[src/rtl/imm_alu.sv]
module imm_alu #(
  parameter int WIDTH = 32,
  parameter int IMM_W = 16
) (
  input  logic             clk,
  input  logic             rst_n,
  input  logic [2:0]       sub_op,
  input  logic             reg_form,
  input  logic [WIDTH-1:0] op_a,
  input  logic [WIDTH-1:0] op_b,
  input  logic [IMM_W-1:0] imm16,
  input  logic             imm_hi,
  input  logic [4:0]       shift_sel,
  input  logic             flag_en,
  output logic [WIDTH-1:0] result,
  output logic             flag_z,
  output logic             flag_n,
  output logic             flag_c,
  output logic             flag_v
);
  localparam int SH_W  = $clog2(WIDTH) + 1;
  localparam int FILLW = WIDTH - IMM_W;

  localparam logic [2:0] OP_ADD  = 3'b000;
  localparam logic [2:0] OP_ADDC = 3'b001;
  localparam logic [2:0] OP_SUB  = 3'b010;
  localparam logic [2:0] OP_SUBB = 3'b011;
  localparam logic [2:0] OP_AND  = 3'b100;
  localparam logic [2:0] OP_OR   = 3'b101;
  localparam logic [2:0] OP_XOR  = 3'b110;

  logic             is_and;
  logic [WIDTH-1:0] imm_ext, opnd_b, b_eff;
  logic             is_sub, cin;
  logic [WIDTH:0]   sum;
  logic             add_v;

  assign is_and  = (sub_op == OP_AND);
  assign imm_ext = imm_hi ? {imm16, {FILLW{is_and}}} : {{FILLW{is_and}}, imm16};
  assign opnd_b  = reg_form ? op_b : imm_ext;

  assign is_sub = sub_op[1];
  assign b_eff  = is_sub ? ~opnd_b : opnd_b;
  always_comb begin
    case (sub_op)
      OP_ADD:  cin = 1'b0;
      OP_SUB:  cin = 1'b1;
      default: cin = flag_c;
    endcase
  end
  assign sum   = {1'b0, op_a} + {1'b0, b_eff} + {{WIDTH{1'b0}}, cin};
  assign add_v = (op_a[WIDTH-1] == b_eff[WIDTH-1]) && (sum[WIDTH-1] != op_a[WIDTH-1]);

  logic [SH_W-1:0] amt, mag;
  logic            sh_left, sh_arith;
  logic [WIDTH:0]  lw, rsrc, rw;

  assign amt      = reg_form ? op_b[SH_W-1:0] : imm16[SH_W-1:0];
  assign mag      = amt[SH_W-1] ? (~amt + 1'b1) : amt;
  assign sh_left  = !amt[SH_W-1];
  assign sh_arith = reg_form ? shift_sel[3] : imm_hi;
  assign lw       = {1'b0, op_a} << mag;
  assign rsrc     = {op_a, 1'b0};
  assign rw       = sh_arith ? $unsigned($signed(rsrc) >>> mag) : (rsrc >> mag);

  logic new_c, new_v;
  always_comb begin
    new_c = 1'b0;
    new_v = 1'b0;
    case (sub_op)
      OP_ADD, OP_ADDC, OP_SUB, OP_SUBB: begin
        result = sum[WIDTH-1:0];
        new_c  = sum[WIDTH];
        new_v  = add_v;
      end
      OP_AND: result = op_a & opnd_b;
      OP_OR:  result = op_a | opnd_b;
      OP_XOR: result = op_a ^ opnd_b;
      default: begin
        result = sh_left ? lw[WIDTH-1:0] : rw[WIDTH:1];
        new_c  = sh_left ? lw[WIDTH] : rw[0];
      end
    endcase
  end

  always_ff @(posedge clk or negedge rst_n) begin
    if (!rst_n) begin
      flag_z <= 1'b0;
      flag_n <= 1'b0;
      flag_c <= 1'b0;
      flag_v <= 1'b0;
    end else if (flag_en) begin
      flag_z <= (result == '0);
      flag_n <= result[WIDTH-1];
      flag_c <= new_c;
      flag_v <= new_v;
    end
  end

  p_flags_hold_r6: assert property (@(posedge clk) disable iff (!rst_n)
    !flag_en |=> $stable({flag_z, flag_n, flag_c, flag_v}));

  p_zero_flag_r7: assert property (@(posedge clk) disable iff (!rst_n)
    flag_en |=> (flag_z == ($past(result) == '0)) && (flag_n == $past(result[WIDTH-1])));

  p_logic_clears_r7: assert property (@(posedge clk) disable iff (!rst_n)
    (flag_en && sub_op[2] && (sub_op != 3'b111)) |=> (!flag_c && !flag_v));

  p_zero_shift_c_r10: assert property (@(posedge clk) disable iff (!rst_n)
    (flag_en && sub_op == 3'b111 && amt == '0) |=> (!flag_c && !flag_v));

  p_and_fill_r5: assert property (@(posedge clk) disable iff (!rst_n)
    (!reg_form && is_and) |->
      (imm_hi ? (result[FILLW-1:0] == op_a[FILLW-1:0])
              : (result[WIDTH-1:IMM_W] == op_a[WIDTH-1:IMM_W])));
endmodule

[config.mk]
export PLATFORM = sky130hd
export DESIGN_NAME = imm_alu
export DESIGN_NICKNAME = d
export VERILOG_FILES = /design/src/rtl/imm_alu.sv
export SDC_FILE = /design/constraint.sdc
export NUM_CORES = 1
export LEC_CHECK = 0
export BUFFER_PORTS_ARGS = -buffer_cell sky130_fd_sc_hd__buf_2
export CAP_MARGIN = 10
export CELL_PAD_IN_SITES_DETAIL_PLACEMENT = 0
export CELL_PAD_IN_SITES_GLOBAL_PLACEMENT = 1
export CORE_ASPECT_RATIO = 2
export CORE_MARGIN = 2
export CORE_UTILIZATION = 40
export CTS_CLUSTER_SIZE = 12
export DETAILED_ROUTE_END_ITERATION = 8
export GPL_ROUTABILITY_DRIVEN = 0
export PLACE_DENSITY_LB_ADDON = 0.1
export SLEW_MARGIN = 20
export SYNTH_ARGS = -nofsm -noshare
export SYNTH_HDL_FRONTEND = slang
export SYNTH_SLANG_ARGS = --single-unit
[constraint.sdc]
create_clock -name clk -period 7.6 [get_ports clk]
set_input_delay 1.52 -clock clk [delete_from_list [all_inputs] [get_ports clk]]
set_output_delay 1.52 -clock clk [all_outputs]
set_load 0.01 [all_outputs]
==> flow_summary.toml <==
[logic_synthesis]
syn_inst = 1438
netlist_area_um2 = 9694
synth_seq_area_share_pct = 1.033
ys_types = 99
async_flop_share_pct = 100.0
synth_edf_count = 0
synth_warnings = 0
synth_ff_type = "dfrtp_1"
synth-seq-cells = 4
syn_avg_cell_area_um2 = 6.742
synth_fp_nets = 1630

[clocking]
cts_root_buf = "clkbuf_16"
cts_sinks = 4
htreeDepth = 1
clock_path_buffers = 2
clock_latency_ns = 0.22
cts.clk_slew.worst_paths_ns = 0.03
cts.hold.buffers_added = 0
cts_tree = "built"
numCtsBuffers = 3

[detailed_routing]
via_per_inst = 6.892
met1_length_mm = 17.79
wl_mm = 51.90
drt_pass1_iterations = 5
wl_met3_mm = 4.014
drtAntennaViolNets = 0
drt_iter0_markers = 1137
wl_per_cell_um = 28.53
vias = 12540
dr_wl_met2_mm = 24.36
top_layer_used = "met5"
drc = 0

[global_route]
grt_usage_pct = 39.64
grt_max_degree = 62
grt_pass1_vias = 12130
antenna_found_initial = 3
grt_pass1_wl_mm = 76.32
grt_overflow_total = 0

[flow_run]
maxCapViolations = 0

[final_layout]
drive_gt1_share_pct = 18.15
final_util_pct = 45.78
diodes = 0
area_growth_pct = 12.49
nNetsFinal = 1726
design_area_um2 = 10910

[min_path]
hp-class = "reg2reg"
hold_path_end = "flag_n"
min-delay-start = "flag_n"
worstHoldPathCells = 1

[setup_path]
cp_max_fo = 37
startpoint_type = "primary input"
crit_path_end_kind = "primary output"
rr_endpoint = "flag_z"
rr_startpoint = "flag_c"
crit_path_top_delay_cell = "o21ai_1"
critical_path_required_ns = 6.08
cp_top_family = "compound AO/OA/AOI/OAI gates"
r2r.worst_path.cells = 15
rrSetupSlack_ns = 2.90
worst-path-buf-inv = 6
path_common_cell = "o21ai_0"
path_class = "in2out"
cp_cell_sequence = "clkbuf_4 > buf_12 > buf_4 > mux2i_1 > ha_1 > nand2b_1 > mux2_2 > buf_12 > o21ai_1 > buf_4 > a31oi_1 > o21ai_0 > o21ai_0 > o21ai_0 > nor2b_1 > buf_2"
cpPeakStageDelay_ns = 0.62
worstPathArrival_ns = 5.91

[timing]
tns_ns = 0
worstMarginPinSlew_ns = 0.9523
slew-limit-headroom_pct = 36.51
final.period_utilization_pct = 97.70
whs_ns = 0.5107
slew_violations = 0
hold_viol_final = 0
clock_skew_ns = 0.001065
final.min_clock_period_ns = 7.425
fmaxAchievable_ghz = 0.1347
rsz0062_at_grt = "no"
setup_violations = 0

[floorplan]
rows = 80
dieArea_um2 = 25570
io_pins = 129
die_height_um = 224.2
core_area_um2 = 23820
initial_utilization_pct = 40.69
die_w_um = 114.1

[pwr]
combPwrFrac_pct = 92.9
netSwitchingPower_mw = 0.9290
power.internal_mw = 0.5827
finalPower_mw = 1.512
pwr-share-clk_pct = 5.3
p_per_area_nw_per_um2 = 138.6
p_seq_share_pct = 1.8
leakagePower_nw = 4.898
vdd_ir_drop_max_mv = 0.06045
swShare_pct = 61.45

[run_status]
status = "completed"

[placed_design]
place_area_um2 = 10800
io_buffer_count = 124
dpl.hpwl_mm = 40.65
[cell usage in the layout (no fill, tap or decap), types with 6 or more instances in the layout]
cell and n:
o2111ai_1 8, xnor2_1 43, nand3_1 44, a22oi_1 29, o21ai_0 65, xor2_1 18
a21boi_0 6, o311ai_0 6, a22o_1 7, buf_4 71, buf_2 122, a31oi_1 21
inv_1 74, mux4_2 13, o21a_1 9, or3_1 6, nand4_1 8, nor2_1 131
a21oi_1 161, mux2i_1 65, ha_1 97, mux2_2 8, a211oi_1 56, a221oi_1 31
or2_2 8, buf_12 7, o31ai_1 7, a21o_1 37, o21ai_1 12, nor2b_1 6
nand2_1 142, o211ai_1 27, nor3_1 51
[power groups by stage]
stage          clock, mW  combinational, mW  sequential (mW)
2_1_floorplan          0              0.855           0.0275
5_1_grt           0.0840               1.48           0.0268
4_1_cts           0.0809               1.34           0.0266
3_3_place_gp           0               1.34           0.0266
6_report          0.0804               1.40           0.0268
3_5_place_dp           0               1.34           0.0267
[what timing repair did]
item	CTS	global route
gates resized for setup	0	9
buffers inserted	0	0
setup endpoints to repair	0	7
[metrics by stage]
step                      worst slack, ns  std cells
after floorplan                   0.04647       1438
final                              0.1745       1819
after CTS                         0.07387       1819
after detailed placement          0.08808       1816
after global routing              0.04299       1819
after global placement             0.1727       1816
[logic make-up (layout without fill, tap and decap cells)]
logic type / count (synthesis) / in the layout / synth area share, %
mux: 91 / 91 / 11.58
xor+xnor: 62 / 62 / 5.679
compound gates: 555 / 555 / 38.71
fa+ha+maj: 99 / 99 / 12.93
flops: 4 / 4 / 1.033
buf+inv: 185 / 279 / 8.634
simple gates: 442 / 442 / 21.44
[cells in the mapped netlist, types with 32 or more instances]
master    instances  area [um^2]
mux2i_1          65        650.6
a211oi_1         56        420.4
xnor2_1          43        376.6
ha_1             97         1214
a21o_1           37        277.8
nand3_1          44        220.2
o21ai_0          67        335.3
nor2_1          132        495.5
nand2_1         143        536.8
nor3_1           51        255.2
inv_1            74        277.8
clkbuf_1         41        153.9
a221oi_1         32        280.3
a21oi_1         164        820.8
[how the worst max path moves through the flow]
| stage | endpoint | cells after the start | start |
|---|---|---|---|
| 2_1_floorplan | result[30] | 22 | sub_op[1] |
| 3_3_place_gp | result[28] | 21 | imm_hi |
| 3_5_place_dp | result[28] | 21 | imm_hi |
| 4_1_cts | result[28] | 21 | imm_hi |
| 5_1_grt | result[30] | 22 | imm_hi |
| 6_report | result[6] | 16 | reg_form |
[area by class of cell]
class / instances / area, um^2
multi-input combinational: 1249 / 8798
fill: 2560 / 12920
tap: 287 / 359.1
sequential: 4 / 100.1
inverter: 75 / 281.5
clock buffer: 3 / 75.07
timing repair buffer: 201 / 1291
[per-layer routing]
metal  vias to the layer above  GRT usage [%]
met1                      5872          43.28
met5                         -              0
li1                       5614              -
met4                         4          32.26
met2                       787          66.44
met3                       259          6.277
[registers in the layout, indices dropped and copies added (netlist names)]
register  cells
flag_v        1
flag_c        1
flag_n        1
flag_z        1
Note: power is estimated with default switching activity, not from simulation.
